## src/rtl/spi_host_pkg.sv

```systemverilog
package spi_host_pkg;

   typedef enum logic {
      CTL_IDLE = 1'b0,
      CTL_RUN  = 1'b1
   } ctl_state_t;

   typedef struct packed {
      logic cpol;
      logic cpha;
   } spi_mode_t;

   // A sample step is the leading edge when cpha=0 and the trailing edge when cpha=1.
   function automatic logic is_sample_edge(input logic leading, input logic cpha);
      return leading ^ cpha;
   endfunction

endpackage

```

## src/rtl/spi_host_sync.sv

```systemverilog
module spi_host_sync #(
   parameter int unsigned WIDTH  = 1,
   parameter int unsigned STAGES = 2
) (
   input  logic             clk,
   input  logic             rst_n,
   input  logic [WIDTH-1:0] d,
   output logic [WIDTH-1:0] q
);

   if (STAGES < 2) begin : g_bad_stages
      $error("spi_host_sync: STAGES must be at least 2");
   end

   logic [WIDTH-1:0] chain [STAGES];

   for (genvar s = 0; s < STAGES; s++) begin : g_stage
      if (s == 0) begin : g_first
         always_ff @(posedge clk or negedge rst_n) begin
            if (!rst_n) chain[s] <= '0;
            else        chain[s] <= d;
         end
      end else begin : g_next
         always_ff @(posedge clk or negedge rst_n) begin
            if (!rst_n) chain[s] <= '0;
            else        chain[s] <= chain[s-1];
         end
      end
   end

   assign q = chain[STAGES-1];

endmodule

```

## src/rtl/spi_host_div.sv

```systemverilog
module spi_host_div #(
   parameter int unsigned CLK_DIV = 2
) (
   input  logic clk,
   input  logic rst_n,
   input  logic en,
   input  logic restart,
   output logic tick
);

   localparam int unsigned STEP = 2 * CLK_DIV;
   localparam int unsigned CW   = (STEP > 1) ? $clog2(STEP) : 1;

   if (CLK_DIV < 1) begin : g_bad_div
      $error("spi_host_div: CLK_DIV must be at least 1");
   end

   logic [CW-1:0] cnt;

   assign tick = en && (cnt == CW'(STEP - 1));

   always_ff @(posedge clk or negedge rst_n) begin
      if (!rst_n)       cnt <= '0;
      else if (restart) cnt <= '0;
      else if (en)      cnt <= tick ? '0 : cnt + 1'b1;
   end

   // with the enable removed the step counter does not move
   p_cnt_frozen_r10: assert property (@(posedge clk) disable iff (!rst_n)
      (!en && !restart) |=> $stable(cnt));

endmodule

```

## src/rtl/spi_host_shift.sv

```systemverilog
module spi_host_shift #(
   parameter int unsigned WORD_W = 8
) (
   input  logic              clk,
   input  logic              rst_n,
   input  logic              load,
   input  logic              cpha_in,
   input  logic [WORD_W-1:0] tx_word,
   input  logic              launch,
   input  logic              sample,
   input  logic              finish,
   input  logic              miso,
   output logic              mosi,
   output logic [WORD_W-1:0] rx_word
);

   logic [WORD_W-1:0] tx_sh;
   logic [WORD_W-1:0] rx_sh;
   logic              mosi_q;

   always_ff @(posedge clk or negedge rst_n) begin
      if (!rst_n) begin
         tx_sh   <= '0;
         rx_sh   <= '0;
         mosi_q  <= 1'b0;
         rx_word <= '0;
      end else if (load) begin
         rx_sh <= '0;
         if (cpha_in) begin
            tx_sh  <= tx_word;
            mosi_q <= 1'b0;
         end else begin
            tx_sh  <= {tx_word[WORD_W-2:0], 1'b0};
            mosi_q <= tx_word[WORD_W-1];
         end
      end else if (finish) begin
         rx_word <= rx_sh;
         mosi_q  <= 1'b0;
      end else begin
         if (launch) begin
            mosi_q <= tx_sh[WORD_W-1];
            tx_sh  <= {tx_sh[WORD_W-2:0], 1'b0};
         end
         if (sample) rx_sh <= {rx_sh[WORD_W-2:0], miso};
      end
   end

   assign mosi = mosi_q;

   // the data line never moves on a sample step
   p_mosi_still_on_sample_r4: assert property (@(posedge clk) disable iff (!rst_n)
      sample |=> $stable(mosi_q));

   // a step is either a launch or a sample, never both
   p_single_role_r5: assert property (@(posedge clk) disable iff (!rst_n)
      !(launch && sample));

endmodule

```

## src/rtl/spi_host_ctrl.sv

```systemverilog
module spi_host_ctrl
   import spi_host_pkg::*;
#(
   parameter int unsigned WORD_W = 8
) (
   input  logic clk,
   input  logic rst_n,
   input  logic en,
   input  logic wr_rise,
   input  logic ack_rise,
   input  logic tick,
   input  logic cpol_in,
   input  logic cpha_in,
   output logic load,
   output logic launch,
   output logic sample,
   output logic finish,
   output logic busy,
   output logic irq,
   output logic ss_n,
   output logic sclk
);

   localparam int unsigned EDGES = 2 * WORD_W;
   localparam int unsigned EW    = $clog2(EDGES + 1);

   ctl_state_t    state;
   logic [EW-1:0] ecnt;
   spi_mode_t     mode_q;
   logic          sclk_q;
   logic          ss_q;
   logic          irq_q;

   logic step, at_end, edge_go, leading, smp_kind;

   assign load     = (state == CTL_IDLE) && en && wr_rise;
   assign step     = (state == CTL_RUN) && tick;
   assign at_end   = (ecnt == EW'(EDGES));
   assign edge_go  = step && !at_end;
   assign finish   = step && at_end;
   assign leading  = !ecnt[0];
   assign smp_kind = is_sample_edge(leading, mode_q.cpha);
   assign sample   = edge_go && smp_kind;
   assign launch   = edge_go && !smp_kind && (ecnt != EW'(EDGES - 1));

   always_ff @(posedge clk or negedge rst_n) begin
      if (!rst_n) begin
         state  <= CTL_IDLE;
         ecnt   <= '0;
         mode_q <= '0;
         sclk_q <= 1'b0;
         ss_q   <= 1'b1;
      end else if (load) begin
         state  <= CTL_RUN;
         ecnt   <= '0;
         mode_q <= '{cpol: cpol_in, cpha: cpha_in};
         sclk_q <= cpol_in;
         ss_q   <= 1'b0;
      end else if (edge_go) begin
         ecnt   <= ecnt + 1'b1;
         sclk_q <= ~sclk_q;
      end else if (finish) begin
         state <= CTL_IDLE;
         ss_q  <= 1'b1;
      end else if (state == CTL_IDLE) begin
         sclk_q <= cpol_in;
      end
   end

   always_ff @(posedge clk or negedge rst_n) begin
      if (!rst_n)        irq_q <= 1'b0;
      else if (finish)   irq_q <= 1'b1;
      else if (load)     irq_q <= 1'b0;
      else if (ack_rise) irq_q <= 1'b0;
   end

   assign busy = (state == CTL_RUN);
   assign irq  = irq_q;
   assign ss_n = ss_q;
   assign sclk = sclk_q;

   // select is low exactly while the sequencer runs
   p_select_follows_busy_r2: assert property (@(posedge clk) disable iff (!rst_n)
      busy == !ss_q);

   // the edge counter never runs past one word
   p_edge_bound_r3: assert property (@(posedge clk) disable iff (!rst_n)
      ecnt <= EW'(EDGES));

   // SCLK is back at its idle level once the word ends
   p_idle_level_after_word_r6: assert property (@(posedge clk) disable iff (!rst_n)
      finish |=> (sclk_q == mode_q.cpol));

   // interrupt comes with the release of select
   p_irq_at_release_r7: assert property (@(posedge clk) disable iff (!rst_n)
      $rose(ss_q) |-> (irq_q && !busy));

   // a new transfer starts with the interrupt clear
   p_irq_clear_on_start_r8: assert property (@(posedge clk) disable iff (!rst_n)
      $rose(busy) |-> !irq_q);

   // the mode in use cannot change during a word
   p_mode_held_r9: assert property (@(posedge clk) disable iff (!rst_n)
      (busy && !finish) |=> $stable(mode_q));

   // a paused transfer keeps its serial lines still
   p_paused_lines_r10: assert property (@(posedge clk) disable iff (!rst_n)
      (busy && !en) |=> ($stable(sclk_q) && $stable(ss_q) && $stable(ecnt)));

endmodule

```

## src/rtl/spi_host_engine.sv

```systemverilog
module spi_host_engine #(
   parameter int unsigned WORD_W      = 8,
   parameter int unsigned CLK_DIV     = 2,
   parameter int unsigned SYNC_STAGES = 2
) (
   input  logic              clk,
   input  logic              rst_n,
   input  logic              clk_en,
   input  logic              wr_en,
   input  logic              irq_ack,
   input  logic              cpol,
   input  logic              cpha,
   input  logic [WORD_W-1:0] tx_word,
   output logic [WORD_W-1:0] rx_word,
   output logic              busy,
   output logic              irq,
   output logic              spi_sclk,
   output logic              spi_ss_n,
   output logic              spi_mosi,
   input  logic              spi_miso
);

   localparam int unsigned NSYNC = 3;

   if (WORD_W < 2) begin : g_bad_word
      $error("spi_host_engine: WORD_W must be at least 2");
   end
   if (CLK_DIV < 1) begin : g_bad_div
      $error("spi_host_engine: CLK_DIV must be at least 1");
   end

   logic [NSYNC-1:0] ctl_raw, ctl_s;
   logic en_s, wr_s, ack_s, wr_q, ack_q, wr_rise, ack_rise;
   logic tick, load, launch, sample, finish;

   assign ctl_raw = {clk_en, wr_en, irq_ack};

   spi_host_sync #(.WIDTH(NSYNC), .STAGES(SYNC_STAGES)) u_sync (
      .clk   (clk),
      .rst_n (rst_n),
      .d     (ctl_raw),
      .q     (ctl_s)
   );

   assign en_s  = ctl_s[2];
   assign wr_s  = ctl_s[1];
   assign ack_s = ctl_s[0];

   always_ff @(posedge clk or negedge rst_n) begin
      if (!rst_n) begin
         wr_q  <= 1'b0;
         ack_q <= 1'b0;
      end else begin
         wr_q  <= wr_s;
         ack_q <= ack_s;
      end
   end

   assign wr_rise  = wr_s  && !wr_q;
   assign ack_rise = ack_s && !ack_q;

   spi_host_div #(.CLK_DIV(CLK_DIV)) u_div (
      .clk     (clk),
      .rst_n   (rst_n),
      .en      (en_s),
      .restart (load),
      .tick    (tick)
   );

   spi_host_ctrl #(.WORD_W(WORD_W)) u_ctrl (
      .clk      (clk),
      .rst_n    (rst_n),
      .en       (en_s),
      .wr_rise  (wr_rise),
      .ack_rise (ack_rise),
      .tick     (tick),
      .cpol_in  (cpol),
      .cpha_in  (cpha),
      .load     (load),
      .launch   (launch),
      .sample   (sample),
      .finish   (finish),
      .busy     (busy),
      .irq      (irq),
      .ss_n     (spi_ss_n),
      .sclk     (spi_sclk)
   );

   spi_host_shift #(.WORD_W(WORD_W)) u_shift (
      .clk     (clk),
      .rst_n   (rst_n),
      .load    (load),
      .cpha_in (cpha),
      .tx_word (tx_word),
      .launch  (launch),
      .sample  (sample),
      .finish  (finish),
      .miso    (spi_miso),
      .mosi    (spi_mosi),
      .rx_word (rx_word)
   );

   // a write strobe during a transfer never reloads the sequencer
   p_no_reload_when_busy_r9: assert property (@(posedge clk) disable iff (!rst_n)
      (busy && wr_rise) |-> !load);

endmodule

```

## config.mk

```make
export PLATFORM = sky130hd
export DESIGN_NAME = spi_host_engine
export DESIGN_NICKNAME = d
export VERILOG_FILES = /design/src/rtl/spi_host_pkg.sv /design/src/rtl/spi_host_sync.sv /design/src/rtl/spi_host_div.sv /design/src/rtl/spi_host_shift.sv /design/src/rtl/spi_host_ctrl.sv /design/src/rtl/spi_host_engine.sv
export SDC_FILE = /design/constraint.sdc
export NUM_CORES = 1
export LEC_CHECK = 0
export BUFFER_PORTS_ARGS = -buffer_cell sky130_fd_sc_hd__buf_4
export CAP_MARGIN = 15
export CORE_ASPECT_RATIO = 0.6
export CORE_UTILIZATION = 50
export CTS_BUF_LIST = sky130_fd_sc_hd__clkbuf_8
export CTS_CLUSTER_SIZE = 24
export DETAILED_ROUTE_END_ITERATION = 8
export GPL_TIMING_DRIVEN = 1
export PLACE_DENSITY = 0.71
export SETUP_SLACK_MARGIN = 0.4
export SYNTH_ARGS = -nofsm -noshare
export SYNTH_HDL_FRONTEND = slang
export SYNTH_SLANG_ARGS = --single-unit
```

## constraint.sdc

```tcl
create_clock -name clk -period 3.1 [get_ports clk]
set_input_delay 0.31 -clock clk [delete_from_list [all_inputs] [get_ports clk]]
set_output_delay 0.31 -clock clk [all_outputs]
set_load 0.01 [all_outputs]
```

==> run metrics, run 1 <==
status finished clean; Main synth FF type sky130_fd_sc_hd__dfrtp_1; number of library cell types mapped by synthesis 36; fillers 309; net switching share of the total power 0.316; most common cell type on the critical path sky130_fd_sc_hd__ha_1; CTS root buffer sky130_fd_sc_hd__clkbuf_8; cell count after synthesis 169; endpoint arrival time on the critical path 2.12 ns; sequential cell area in the final layout 1130 um^2; Max Clock Skew 0.00273 ns; number of nets in the layout 218; clock latency on the worst-skew pair 0.29 ns; Horiz. Die Dim 82.6 um; yosys warns 0; per-cell routed wire length 14.9 um; ranking of synthesized cells by area sky130_fd_sc_hd__dfrtp_1, sky130_fd_sc_hd__mux2i_1, sky130_fd_sc_hd__mux2_2; power density over the cells 644 nW/um^2; Logic pwr share 0.226; Final Non-Filler Cells roughly 250; number of I/O pins 29; endpoint required time on the critical path about 3.3 ns; Port Buf Inserts 28; Total Negative Setup Slacks 0 ns; clock transition at the register clock pins on the worst setup and hold paths after CTS ~0.080 ns; leading cell type in the layout, fill and taps excluded sky130_fd_sc_hd__dfrtp_1; Critical Path Source Type flip-flop; slowest stage delay, CP 0.47 ns; Final setup violation count 0; H-tree depth 2; antenna violations before repair 0; hold-fix buffers at CTS 0; highest-delay cell along the critical path sky130_fd_sc_hd__dfrtp_1; kind of end point of the critical path flip-flop; Yosys top cell by area sky130_fd_sc_hd__dfrtp_1; max cap viols 0; flip-flop and latch count after synthesis 45; RSZ-0062 raised after global routing no; area of combinational cells with multiple inputs 776 um^2; power spent charging and discharging nets 0.464 mW; worst-margin pin slew 0.624 ns; Mapped Nets approximately 190; Min Clock Period, post-route roughly 1.9 ns; row count 17; final number of hold-violating endpoints 0; maximum number of pins on one net before global-route repair 46; highest clock rate 0.515 GHz; residual antenna-violating net count after detailed routing 0; type of the setup path with the least slack reg -> reg; DP Wirelength 2600 um; max-slew violation count 0; leakage power of the design roughly 1.1 nW; via/cell ratio between 5 and 6; share of layout cells above drive strength 1 0.256; Tcrit/Tclk final 0.626; starting utilization of the core area 0.527; clock tree from TritonCTS built; sink count of the clock tree 45; HP Class in -> async; share of the yosys chip area belonging to registers 0.578; Starting DRT DRC Count 107; vertical die dimension 50.4 um; IR Drop Worst-Case VDD about 370 uV; GPL Wtd Cong roughly 0.76; via count of the first global-routing pass 1328; maximum fanout encountered on the critical timing path 15; Max transition margin 0.584; total global-route track usage 0.207; cell-internal power 1.01 mW; remaining global-route overflow 0; Max clock buf depth 2; wire length of the first global-routing pass between 6000 and 7000 um; post-CTS setup buffer count 0; Placed Cells incl. Taps between 200 and 250; gate family responsible for the most delay along the worst path compound AO/OA/AOI/OAI gates; WP buf/inv 1; critical-path cell list ha_1, and3_2, ha_1, inv_1, a41oi_2, a32o_1; sequential power share 0.540; share of synthesized registers carrying an async set or reset 1.00; floorplan die area 4160 um^2; area of the core 3700 um^2; cells resized by post-CTS repair 0; First-pass DRT Iterations 5; post-synthesis area per instance 11.5 um^2; Mapped Area approximately 2000 um^2; number of diodes 0; fraction of power consumed by the clock network 0.234; growth of design area from synthesis to finish 17.2%; DRC violation count after routing 0; highest-count cells in the layout ignoring fill and taps sky130_fd_sc_hd__dfrtp_1, sky130_fd_sc_hd__buf_4, sky130_fd_sc_hd__nor2_1; fraction of synthesized cell area taken by the top area cell type 0.564; number of buffers created by CTS 5; vias after detailed routing between 1000 and 1500; Detailed Route WL 3670 um; number of enable-type register cells in the synthesized netlist 0
## synth_stat cells (all sizes together), types with 3 or more instances
master / instances
a21oi: 9
ha: 4
dfrtp: 44
nand2: 16
and3: 3
nand3: 4
mux2: 8
buf: 5
nor2: 21
mux2i: 16
o21ai: 12
xor2: 3
inv: 6
## flip-flops by register name, indices dropped and copies added (netlist names)
name / flops
wr_q: 1
u_shift.rx_sh: 8
u_shift.tx_sh: 8
u_ctrl.irq: 1
u_shift.rx_word: 8
ack_q: 1
u_ctrl.mode_q: 1
u_div.cnt: 2
u_shift.mosi: 1
u_sync.chain: 3
u_ctrl.sclk: 1
u_sync.q: 3
u_ctrl.ss_n: 1
u_ctrl.busy: 1
u_ctrl.ecnt: 5
## per-layer routing
layer  vias up  share of wire  global-route usage
li1        638              -                   -
met1       643           0.48               0.275
met2        23           0.47               0.321
met3         6          0.038              0.0582
met4         0          0.016              0.0833
met5         -              0                   0
## power by group through the flow
stage / clock network [mW] / registers (mW) / logic (mW)
floorplan: 0 / 0.785 / 0.228
global placement: 0 / 0.796 / 0.310
detailed placement: 0 / 0.805 / 0.333
CTS: 0.350 / 0.795 / 0.336
global route: 0.374 / 0.809 / 0.381
finish: 0.344 / 0.795 / 0.332
## through the flow
stage               instance area [um^2]  utilization  setup slack [ns]  power (mW)  hold WS, ns
detailed placement                  2200        0.595              1.20        1.14        0.335
finish                              2290        0.618              1.16        1.47      0.00364
global route                        2290        0.618              1.01        1.56       0.0428
CTS                                 2290        0.618              1.17        1.48       0.0240
floorplan                           1950            -              1.38        1.01       0.0144
global placement                    2200        0.595              1.26        1.11        0.331
## cell families after synthesis
| kind of cell | synth area share |
|---|---|
| multiplexers | 0.128 |
| adder cells (fa/ha/maj) | 0.0257 |
| buffers and inverters | 0.0276 |
| AND/OR/NAND/NOR | 0.140 |
| AO/OA/AOI/OAI | 0.0834 |
| flip-flops | 0.578 |
| XOR/XNOR | 0.0173 |
## final timing paths
| check | from | to | slack, ns | cells past startpoint |
|---|---|---|---|---|
| max | u_ctrl.ecnt[0] | u_shift.tx_sh[0] | 1.16 | 6 |
| min | rst_n | u_shift.rx_word[7] | 0.004 | 1 |
| max reg2reg | u_ctrl.ecnt[0] | u_shift.tx_sh[0] | 1.16 | 6 |
| min reg2reg | u_sync.chain[4] | u_sync.q[1] | 0.35 | 0 |
| max in group asynchronous | rst_n | ack_q | 2.70 | 1 |
| min in group clk | irq_ack | u_sync.chain[3] | 0.12 | 1 |
## area by class of cell
cell class	count	share of cell area
Clock inverter	3	0.00657
Inverter	6	0.00985
Tap cell	47	0.0257
Multi-Input combinational cell	111	0.339
Sequential cell	45	0.493
Clock buffer	5	0.0301
Timing Repair Buffer	29	0.0952
(Power assumes the default switching activity.)
==> inputs of run 2 (changes only) <==
- clock period: 3.1 -> 1.8 ns (I/O delays scaled with it)
==> run 2 against run 1 <==
Clock power grew 85%. First-iteration DRC count shrank 42%. Hold slack improved by 0.14 ns. Via count increased by 9.0%. Combinational power rose to 2.5 times the previous value. Sequential power up 72%. Clock skew fell by 0.0014 ns. Global-route usage up 0.49 points. Non-clock buffer count rose by 21. Critical path depth rose by 1. Sequential share of layout area fell by 6.5 points.
==> run metrics, run 2 (synthesized netlist as in run 1, its figures left out) <==
Tcrit/Tclk final 0.921 (was 0.626); share of layout cells above drive strength 1 0.395 (was 0.256); Final setup violation count 0 (unchanged); last element of the critical path u_shift.rx_sh[7] (was u_shift.tx_sh[0]); number of I/O pins 29 (unchanged); type of the setup path with the least slack reg -> reg (unchanged); IR Drop Worst-Case VDD 775 uV (was 368 uV); total global-route track usage 0.212 (was 0.207); Max clock buf depth 2 (unchanged); post-layout instance area 2640 um^2 (was 2290 um^2); Largest regs u_shift.rx_sh: 8 flops, u_shift.rx_word: 8 flops, u_shift.tx_sh: 8 flops (unchanged); max-slew violation count 0 (unchanged); vias after detailed routing 1428 (was 1310); clock tree from TritonCTS built (unchanged); floorplan die area 4160 um^2 (unchanged); number of buffers created by CTS 5 (unchanged); Register-to-Register Setup Slack 0.14 ns (was 1.16 ns); antenna violations before repair 0 (unchanged); Starting DRT DRC Count 62 (was 107); number of cell instances on the worst register-to-register path 7 (was 6); via count of the first global-routing pass 1389 (was 1328); DP Wirelength 2530 um (was 2600 um); remaining global-route overflow 0 (unchanged); wire length of the first global-routing pass 6300 um (was 6220 um); Max Clock Skew 0.00138 ns (was 0.00273 ns); Total Negative Setup Slacks 0 ns (unchanged); Max transition margin 0.628 (was 0.584); Cells on Worst Hold Path 3; Placed Cells incl. Taps 243 (was 238); RSZ-0062 raised after global routing yes (was no); H-tree depth 2 (unchanged); sequential power share 0.482 (was 0.540); Detailed Route WL 4220 um (was 3670 um); area of the core 3700 um^2 (unchanged); HP Class in -> reg (was in -> async); Final Non-Filler Cells 267 (was 246); clock transition at the register clock pins on the worst setup and hold paths after CTS 0.08 ns (about the same); highest clock rate 0.603 GHz (was 0.515 GHz); leakage power of the design 1.25 nW (was 1.11 nW); clock latency on the worst-skew pair 0.31 ns (was 0.29 ns); power density over the cells 1080 nW/um^2 (was 644 nW/um^2); Logic pwr share 0.295 (was 0.226); endpoint arrival time on the critical path 1.86 ns (was 2.12 ns); post-placement worst setup slack 0.117 ns (was 1.20 ns); global routing's busiest layer met2 (unchanged); maximum fanout encountered on the critical timing path 8 (was 15); beginning of the worst register-to-register path u_ctrl.ecnt[0] (unchanged); Critical Path Source Type flip-flop (unchanged); row count 17 (unchanged); GPL Wtd Cong 0.761 (was 0.763); hold slack 0.140 ns (was 0.00364 ns); via/cell ratio 5.35 (was 5.33); grt met1 use 0.265 (was 0.275); grt met2 use 0.342 (was 0.321); number of diodes 0 (unchanged); per-cell routed wire length 15.8 um (was 14.9 um); final setup slack of the worst path 0.142 ns (was 1.16 ns); CP Launch Point u_ctrl.ecnt[0] (unchanged); First-pass DRT Iterations 4 (was 5); Port Buf Inserts 28 (unchanged); endpoint required time on the critical path 2.00 ns (was 3.28 ns); net switching share of the total power 0.324 (was 0.316); DRC violation count after routing 0 (unchanged); met3 Use GR 0.0564 (was 0.0582); leading cell type in the layout, fill and taps excluded sky130_fd_sc_hd__dfrtp_1 (unchanged); cell-internal power 1.93 mW (was 1.01 mW); Area after DPL 2280 um^2 (was 2200 um^2); status finished clean (unchanged); Min Clock Period, post-route 1.66 ns (was 1.94 ns); kind of end point of the critical path flip-flop (unchanged); maximum number of pins on one net before global-route repair 46 (unchanged); highest-count cells in the layout ignoring fill and taps sky130_fd_sc_hd__dfrtp_1, sky130_fd_sc_hd__buf_4, sky130_fd_sc_hd__nor2_1 (unchanged); Crit Reg-Reg Endpoint u_shift.rx_sh[7] (was u_shift.tx_sh[0]); Horiz. Die Dim 82.6 um (unchanged); vertical die dimension 50.4 um (unchanged); sink count of the clock tree 45 (unchanged); worst-margin pin slew 0.558 ns (was 0.624 ns); number of nets in the layout 239 (was 218); max cap viols 0 (unchanged); starting utilization of the core area 0.527 (unchanged); post-layout utilization of the core 0.713 (was 0.618); power spent charging and discharging nets 0.922 mW (was 0.464 mW); fraction of power consumed by the clock network 0.223 (was 0.234); growth of design area from synthesis to finish 35.3% (was 17.2%); CTS root buffer sky130_fd_sc_hd__clkbuf_8 (unchanged); final number of hold-violating endpoints 0 (unchanged); residual antenna-violating net count after detailed routing 0 (unchanged); power after layout 2.85 mW (was 1.47 mW)
## run 2: changes by cell type in the layout (fill, tap and decap cells not counted), moves of 3 or more
cell | before | now
sky130_fd_sc_hd__buf_4 | 29 | 36
sky130_fd_sc_hd__buf_6 | 0 | 7
sky130_fd_sc_hd__inv_1 | 8 | 4
sky130_fd_sc_hd__ha_1 | 4 | 1
sky130_fd_sc_hd__nor2_1 | 21 | 18
sky130_fd_sc_hd__dlygate4sd3_1 | 0 | 4
## run 2: per-layer routing
metal	share of wire	routed length [um]
met5	0	0
met4	0.028	118
met3	0.029	124
met2	0.49	2080
met1	0.45	1900
## run 2: worst min path at each step
stage	from	slack (ns)	endpoint
final	spi_miso	0.14	u_shift.rx_sh[0]
after CTS	spi_miso	0.14	u_shift.rx_sh[0]
after detailed placement	rst_n	0.21	u_shift.rx_sh[7]
after global routing	spi_miso	0.14	u_shift.rx_sh[0]
after floorplan	rst_n	-0.12	ack_q
after global placement	rst_n	0.20	u_shift.rx_sh[6]
## run 2: cell type report
type | instances | area, um^2
clock buffers | 5 | 68.8
clock inverters | 3 | 21.3
fillers | 252 | 1060
inverters | 6 | 25.0
multi-input cells | 111 | 891
flip-flops and latches | 45 | 1130
well taps | 47 | 58.8
repair buffers | 50 | 444
## run 2: power groups by stage
| stage | Sequential (mW) | Clock, mW | Combinational [mW] |
|---|---|---|---|
| floorplan | 1.35 | 0 | 0.418 |
| global placement | 1.36 | 0 | 0.590 |
| detailed placement | 1.38 | 0 | 0.619 |
| CTS | 1.35 | 0.652 | 0.715 |
| global route | 1.39 | 0.690 | 0.930 |
| finish | 1.37 | 0.635 | 0.841 |
## run 2: timing repair
item,in CTS,in global routing
hold buffers,4,0
pin swaps,6,5
buffers inserted,7,4
resized for setup,10,21
hold endpoints to repair,47,0
gates cloned,0,1
setup endpoints to repair,32,37
## run 2: critical path: stages, from the launching register on
cell and delay [ns]:
sky130_fd_sc_hd__dfrtp_1 0.42, sky130_fd_sc_hd__buf_6 0.13, sky130_fd_sc_hd__buf_6 0.12, sky130_fd_sc_hd__xor2_4 0.17
sky130_fd_sc_hd__nor3_4 0.22, sky130_fd_sc_hd__buf_6 0.19, sky130_fd_sc_hd__mux2i_2 0.22, sky130_fd_sc_hd__nor2_1 0.07
